===== src/rtl/epl_pkg.sv =====
package epl_pkg;
  localparam int unsigned ACC_W_DEF  = 32;
  localparam int unsigned CODE_W_DEF = 10;

  typedef struct packed {
    logic early;
    logic prompt;
    logic late;
  } replica_t;
endpackage


===== src/rtl/epl_nco.sv =====
module epl_nco #(
  parameter int unsigned ACC_W = 32
) (
  input  logic             clk_i,
  input  logic             rst_ni,
  input  logic [ACC_W-1:0] freq_word_i,
  input  logic             load_i,
  input  logic [ACC_W-1:0] load_phase_i,
  output logic             tick_o
);
  // words >= quarter range are clamped: keeps ref clock >= 4x tick rate
  localparam logic [ACC_W-1:0] FW_MAX = {2'b00, {(ACC_W-2){1'b1}}};

  logic [ACC_W-1:0] acc_q;
  logic [ACC_W-1:0] fw_eff;
  logic [ACC_W:0]   sum;
  logic             tick_q;

  always_comb begin
    fw_eff = (freq_word_i > FW_MAX) ? FW_MAX : freq_word_i;
    sum    = {1'b0, acc_q} + {1'b0, fw_eff};
  end

  always_ff @(posedge clk_i or negedge rst_ni) begin
    if (!rst_ni) begin
      acc_q  <= '0;
      tick_q <= 1'b0;
    end else if (load_i) begin
      acc_q  <= load_phase_i;
      tick_q <= 1'b0;
    end else begin
      acc_q  <= sum[ACC_W-1:0];
      tick_q <= sum[ACC_W];
    end
  end

  assign tick_o = tick_q;
endmodule


===== src/rtl/epl_chip_div.sv =====
module epl_chip_div (
  input  logic clk_i,
  input  logic rst_ni,
  input  logic tick_i,
  input  logic load_i,
  input  logic load_flag_i,
  output logic step_o
);
  logic flag_q;

  always_ff @(posedge clk_i or negedge rst_ni) begin
    if (!rst_ni)      flag_q <= 1'b0;
    else if (load_i)  flag_q <= load_flag_i;
    else if (tick_i)  flag_q <= ~flag_q;
  end

  assign step_o = tick_i & flag_q;
endmodule


===== src/rtl/epl_lfsr.sv =====
module epl_lfsr #(
  parameter int unsigned W     = 10,
  parameter int unsigned TAP_B = 3
) (
  input  logic         clk_i,
  input  logic         rst_ni,
  input  logic         step_i,
  input  logic         load_i,
  input  logic [W-1:0] load_state_i,
  output logic         chip_o,
  output logic         epoch_o
);
  localparam logic [W-1:0] INIT = {W{1'b1}};

  logic [W-1:0] state_q;
  logic [W-1:0] nxt;
  logic         epoch_q;

  assign nxt = {state_q[W-2:0], state_q[W-1] ^ state_q[TAP_B-1]};

  always_ff @(posedge clk_i or negedge rst_ni) begin
    if (!rst_ni) begin
      state_q <= INIT;
      epoch_q <= 1'b0;
    end else if (load_i) begin
      state_q <= load_state_i;
      epoch_q <= 1'b0;
    end else begin
      if (step_i) state_q <= nxt;
      epoch_q <= step_i && (nxt == INIT);
    end
  end

  assign chip_o  = state_q[W-1];
  assign epoch_o = epoch_q;
endmodule


===== src/rtl/epl_delay_line.sv =====
module epl_delay_line #(
  parameter int unsigned DEPTH = 2
) (
  input  logic           clk_i,
  input  logic           rst_ni,
  input  logic           shift_i,
  input  logic           din_i,
  output logic [DEPTH:1] taps_o
);
  logic [DEPTH:0] chain;

  assign chain[0] = din_i;

  for (genvar i = 1; i <= DEPTH; i++) begin : g_stage
    always_ff @(posedge clk_i or negedge rst_ni) begin
      if (!rst_ni)      chain[i] <= 1'b0;
      else if (shift_i) chain[i] <= chain[i-1];
    end
  end

  assign taps_o = chain[DEPTH:1];
endmodule


===== src/rtl/epl_code_gen.sv =====
module epl_code_gen
  import epl_pkg::*;
#(
  parameter int unsigned ACC_W  = ACC_W_DEF,
  parameter int unsigned CODE_W = CODE_W_DEF,
  parameter int unsigned TAP_B  = 3
) (
  input  logic              clk_i,
  input  logic              rst_ni,
  input  logic [ACC_W-1:0]  freq_word_i,
  input  logic              preset_i,
  input  logic [ACC_W-1:0]  preset_phase_i,
  input  logic [CODE_W-1:0] preset_state_i,
  input  logic              preset_flag_i,
  output logic              half_tick_o,
  output logic              chip_stb_o,
  output logic              early_o,
  output logic              prompt_o,
  output logic              late_o,
  output logic              epoch_o
);
  localparam int unsigned DLY = 2;

  logic           tick;
  logic           step;
  logic           code_bit;
  logic [DLY:1]   taps;
  replica_t       rep;

  epl_nco #(.ACC_W(ACC_W)) u_nco (
    .clk_i, .rst_ni,
    .freq_word_i,
    .load_i       (preset_i),
    .load_phase_i (preset_phase_i),
    .tick_o       (tick)
  );

  epl_chip_div u_div (
    .clk_i, .rst_ni,
    .tick_i      (tick),
    .load_i      (preset_i),
    .load_flag_i (preset_flag_i),
    .step_o      (step)
  );

  epl_lfsr #(.W(CODE_W), .TAP_B(TAP_B)) u_lfsr (
    .clk_i, .rst_ni,
    .step_i       (step),
    .load_i       (preset_i),
    .load_state_i (preset_state_i),
    .chip_o       (code_bit),
    .epoch_o      (epoch_o)
  );

  // shifts on every tick, preset or not
  epl_delay_line #(.DEPTH(DLY)) u_dly (
    .clk_i, .rst_ni,
    .shift_i (tick),
    .din_i   (code_bit),
    .taps_o  (taps)
  );

  assign rep = '{early: code_bit, prompt: taps[1], late: taps[2]};

  assign half_tick_o = tick;
  assign chip_stb_o  = step;
  assign early_o     = rep.early;
  assign prompt_o    = rep.prompt;
  assign late_o      = rep.late;
endmodule


===== config.mk =====
export PLATFORM = sky130hd
export DESIGN_NAME = epl_code_gen
export DESIGN_NICKNAME = d
export VERILOG_FILES = /design/src/rtl/epl_pkg.sv /design/src/rtl/epl_nco.sv /design/src/rtl/epl_chip_div.sv /design/src/rtl/epl_lfsr.sv /design/src/rtl/epl_delay_line.sv /design/src/rtl/epl_code_gen.sv
export SDC_FILE = /design/constraint.sdc
export NUM_CORES = 1
export LEC_CHECK = 0
export ABC_CLOCK_PERIOD_IN_PS = 3200
export BUFFER_PORTS_ARGS = -buffer_cell sky130_fd_sc_hd__buf_4
export CAP_MARGIN = 5
export CORE_UTILIZATION = 55
export DETAILED_ROUTE_END_ITERATION = 10
export PLACE_DENSITY = 0.79
export SYNTH_ARGS = -nofsm -noshare
export SYNTH_HDL_FRONTEND = slang
export SYNTH_HIERARCHICAL = 1
export SYNTH_SLANG_ARGS = --single-unit

===== constraint.sdc =====
create_clock -name clk_i -period 3.2 [get_ports clk_i]
set_input_delay 0.64 -clock clk_i [delete_from_list [all_inputs] [get_ports clk_i]]
set_output_delay 0.64 -clock clk_i [all_outputs]
set_load 0.1 [all_outputs]

Word level (Yosys, flattened, before mapping)
Cells that the tools add are included.
{"block": "word_totals", "register_bits": 47, "input_bits": 78, "elab_cells": 24, "output_inout_bits": 6}
{"block": "classes", "bitwise_logic": 3, "addsub": 1, "mux": 8, "n_lt_le_gt_ge": 1, "n_eq_ne": 1, "reduce_logical": 3}
{"operator": "two-way mux 32 bit", "n": 2}
{"operator": "adder 32 x 32 -> 33 bit", "n": 1}
{"operator": "> comparator 32 x 30 -> 1 bit (second input constant)", "n": 1}
{"operator": "two-way mux 10 bit", "n": 2}
{"operator": "equality test 10 bit (second input constant)", "n": 1}
{"operator": "two-way mux 1 bit", "n": 4}
{"operator": "nonzero test 2 bit", "n": 2}
{"operator": "AND 1 bit", "n": 1}
{"operator": "logical AND 1 bit", "n": 1}
{"operator": "inverter 1 bit", "n": 1}
{"operator": "XOR 1 bit", "n": 1}

Depth between registers and ports, before layout
{"block": "logic_depth", "depth_word": 4, "depth_mapped": 13, "ltp_nobuf": 12}

Modules after synthesis
The synthesis kept the hierarchy.
{"module": "epl_nco", "n_inst": 1, "area_each_um2": 3264.4, "cells_per_inst": 408, "seq_area_each_um2": 825.8}
{"module": "epl_lfsr", "n_inst": 1, "area_each_um2": 548.0, "cells_per_inst": 50, "seq_area_each_um2": 287.8}
{"module": "epl_delay_line", "n_inst": 1, "area_each_um2": 72.6, "cells_per_inst": 4, "seq_area_each_um2": 50.0}
{"module": "epl_chip_div", "n_inst": 1, "area_each_um2": 50.0, "cells_per_inst": 5, "seq_area_each_um2": 25.0}

Worst setup path before layout
Ideal clock, no wire load.
{"block": "synth_timing", "path_type": "input to register", "start": "input freq_word_i[31]", "end": "register u_nco.acc_q[31]", "required_ns": 3.135, "path_slack_ns": 0.051, "arrival_ns": 3.084, "n_path_buf": 1, "setup_time_ns": 0.065, "path_stages": 11, "path_cell_list": "clkbuf_1 or3_1 ha_1 nand3_2 or2_0 a2111o_1 o211ai_2 a21oi_2 or3_1 a31oi_1 o221a_2"}
{"block": "synth_between", "elab_chain_cells": 4}
{"element": "start: declaration", "line_no": "epl_code_gen.sv:10", "source": "input logic [ACC_W-1:0] freq_word_i,"}
{"element": "> comparator 32 x 30 -> 1 bit", "line_no": "epl_nco.sv:20", "source": "fw_eff = (freq_word_i > FW_MAX) ? FW_MAX : freq_word_i;"}
{"element": "two-way mux 32 bit (*)", "line_no": "epl_nco.sv:20"}
{"element": "adder 32 x 32 -> 33 bit (*)", "line_no": "epl_nco.sv:21", "source": "sum = {1'b0, acc_q} + {1'b0, fw_eff};"}
{"element": "two-way mux 32 bit (*)", "line_no": "epl_nco.sv:28", "source": "end else if (load_i) begin"}
{"element": "end signal: assignment", "line_no": "epl_nco.sv:29", "source": "acc_q <= load_phase_i;"}
{"element": "end signal: assignment", "line_no": "epl_nco.sv:32", "source": "acc_q <= sum[ACC_W-1:0];"}
{"element": "end: declaration", "line_no": "epl_nco.sv:14", "source": "logic [ACC_W-1:0] acc_q;"}
Mark *: on every way between the ends. The rest lies on a longest branch, timed or not.
A chain may end at the register's enable or synchronous reset.

Worst setup path after layout
Same ends and word-level chain as after synthesis.

==> results.json <==
{
  "outcome": "finished, final reports clean",
  "most_area_consuming_cells_after_synthesis": "sky130_fd_sc_hd__dfrtp_1, sky130_fd_sc_hd__ha_1, sky130_fd_sc_hd__dfstp_2",
  "chipWidth_um": 86.6,
  "synth_top_area_share": 0.235,
  "post_synth_instance_area_um2": 3940,
  "cts.root.buffer_cell": "sky130_fd_sc_hd__clkbuf_8",
  "post-route-drc-count": 0,
  "power_density_nw_per_um2": 948,
  "grt_first_pass_wirelength_um": 16800,
  "rr_startpoint": "u_nco/acc_q[0]",
  "required_time_reported_for_the_critical_path_endpoint_ps": 3450,
  "design.portCount": 84,
  "seq_power_share": 0.196,
  "synthArstFlopShare": 1.00,
  "netlist_top_cells_count": "sky130_fd_sc_hd__nand2_1, sky130_fd_sc_hd__o21ai_0, sky130_fd_sc_hd__dfrtp_1",
  "reg2reg_depth": 11,
  "max_slew.worst_pin.slew_ps": 773,
  "grt_start_max_net_pins": 92,
  "routabilityCongestion": 0.953,
  "final_cell_area_um2": 5110,
  "globalRouteTotalUtil": 0.282,
  "achievable-frequency_mhz": 322,
  "setup_viol": 0,
  "crit_path_kind": "in2reg",
  "synth_cell_types": 70,
  "critical-path-max-stage-delay_ps": 700,
  "clk_latency_ps": 310,
  "antennaDiodeCount": 0,
  "cts.path.max_buffers": 2,
  "power_frac_comb": 0.724,
  "synth.most_common_cell": "sky130_fd_sc_hd__nand2_1",
  "yosys_warnings": 6,
  "timing.final.hold_violations": 0,
  "hold_path.class": "in2async",
  "initial_core_util": 0.573,
  "cts.repair_timing.setup_buffer_count": 0,
  "critical_path_arrival_ps": 3350,
  "timing.rr.end": "u_nco/tick_o",
  "switching_share": 0.459,
  "design.die.area_um2": 7500,
  "crit_path_start_kind": "input pin",
  "first_global_vias": 3693,
  "dp_hpwl_um": 7690,
  "numCtsBuffers": 5,
  "drt_initial_violations": 210,
  "routed_wl_um": 10200,
  "timing_max_transition_violations_final": 0,
  "power_report.internal_total_w": 0.00262,
  "clk_pin_slew_ps": 100,
  "core_um2": 6870,
  "area_growth_synth_to_finish_pct": 30.0,
  "crit_path_end_kind": "flip-flop",
  "crit_path_start": "freq_word_i[31]",
  "die_height_um": 86.6,
  "syn-instance-count": 467,
  "nFillCells": 549,
  "placedCellCount": 680,
  "synth_enable_flop_cells": 0,
  "ctsResizeCount": 0,
  "num_rows": 30,
  "post-synth-top-area-cell": "sky130_fd_sc_hd__dfrtp_1",
  "worst_slew_margin_rel": 0.484,
  "period_share": 0.970,
  "routedWlPerCell_um": 14.8,
  "power_leakage_nw": 2.31,
  "crit_fanout": 16,
  "post_layout_minimum_cycle_time_ps": 3100,
  "postSynthRegisterBits": 47,
  "layout.nets": 704,
  "rrSetupSlack_ps": 540,
  "antenna_found_initial": 0,
  "clock_net_sink_count": 47,
  "postSynth.topFlopCell": "sky130_fd_sc_hd__dfrtp_1",
  "hold_slack_ps": 337,
  "numPortBuffers": 83,
  "post_cts_hold_buffer_count": 0,
  "deepest_level_of_the_cts_h_tree": 2,
  "detail_route.vias_per_cell": 5.67,
  "power.net_switching_w": 0.00222,
  "yosysSeqAreaShare": 0.302,
  "ant_nets": 0,
  "endpoint": "u_nco/acc_q[31]",
  "gr-total-overflow": 0,
  "layout_cell_share_with_drive_strength_beyond_1": 0.307,
  "crit_slowest_cell": "sky130_fd_sc_hd__or4_2",
  "route.vias.total": 3899,
  "drv.max_cap_violation_count": 0,
  "drtPass1Iterations": 5,
  "fin_skew_ps": 9.16,
  "cp_cell_sequence": "buf_4 > buf_4 > or3_1 > ha_1 > nand2_1 > or4_2 > or3_1 > a31oi_1 > o221a_2",
  "post_synth.cell_area_avg_um2": 8.43,
  "fin_total_pwr_w": 0.00485,
  "tritoncts": "yes",
  "layout.cells.non_filler": 688,
  "power_frac_clock": 0.080,
  "peakVddDrop_uv": 493,
  "placement.cell_area_um2": 4980
}
-- stage by stage --
| step | setup TNS (ps) | setup slack, ps | util |
|---|---|---|---|
| after global routing | -14.0 | -10.7 | 0.744 |
| after detailed placement | -1410 | -195 | 0.725 |
| final | 0 | 95.9 | 0.744 |
| after floorplan | 0 | 51.0 | - |
| after CTS | 0 | 112 | 0.738 |
| after global placement | -498 | -111 | 0.725 |
-- area by class of cell --
class	instances	area, um^2	area share
Clock buffer	5	68.8	0.0135
Clock inverter	3	25.0	0.00489
Inverter	13	48.8	0.00954
Multi-Input combinational cell	386	2630	0.514
Sequential cell	47	1190	0.232
Tap cell	96	120	0.0235
Timing Repair Buffer	138	1040	0.203
-- worst min-delay path by stage --
stage / slack, ps / depth (start not counted) / end / from
finish: 340 / 1 / u_dly/taps_o[2] / rst_ni
CTS: 360 / 1 / u_lfsr/epoch_o / rst_ni
global route: 370 / 1 / u_dly/taps_o[2] / rst_ni
global placement: 490 / 1 / u_dly/taps_o[2] / u_dly/taps_o[2]
detailed placement: 510 / 1 / u_dly/taps_o[2] / u_dly/taps_o[2]
floorplan: 340 / 0 / u_div/flag_q / rst_ni
-- metal layers --
layer  global-route usage  up-vias  wire length, um
met5                    0        -                0
li1                     -     1942                -
met1                0.360     1806             4650
met4               0.0788        0              153
met3               0.0400       15              464
met2                0.496      136             4940
-- flip-flops by register name (all words and copies together) (netlist names) --
register / count
u_div/flag_q: 1
u_lfsr/epoch_o: 1
u_nco/tick_o: 1
u_nco/acc_q: 32
u_lfsr/state_q: 10
u_dly/taps_o: 2
-- logic make-up (layout without fill, tap and decap cells) --
group | after synthesis | count (layout) | share of synthesized area
XOR/XNOR | 27 | 27 | 0.0601
adder cells (fa/ha/maj) | 35 | 35 | 0.113
multiplexers | 12 | 12 | 0.0315
AO/OA/AOI/OAI | 155 | 155 | 0.249
flip-flops | 47 | 47 | 0.302
AND/OR/NAND/NOR | 155 | 155 | 0.201
other | 1 | 2 | 0.000953
buffers and inverters | 35 | 159 | 0.0420
-- worst max-delay path, delay by kind of cell --
| kind | cells | cell delay, ps |
|---|---|---|
| simple gates | 4 | 1640 |
| compound gates | 2 | 360 |
| buf+inv | 2 | 360 |
| fa+ha+maj | 1 | 350 |
-- cells in the final DEF, fill, tap and decap left out, drive strengths merged, types with 9 or more instances in the layout --
master and instances:
ha 34, or3 34, nand2 63, inv 15, o21ai 57, xnor2 18, nor2 20, xor2 9
dfrtp 37, a21o 14, mux2i 9, buf 138, a21oi 36, dfstp 10
-- power by group through the flow --
stage	registers (W)	logic (W)	clock network (W)
floorplan	0.00107	0.00215	0
global placement	0.000948	0.00329	0
detailed placement	0.000959	0.00337	0
CTS	0.000948	0.00340	0.000408
global route	0.000970	0.00384	0.000424
finish	0.000950	0.00351	0.000390
Power figures use the tool's default switching activity.
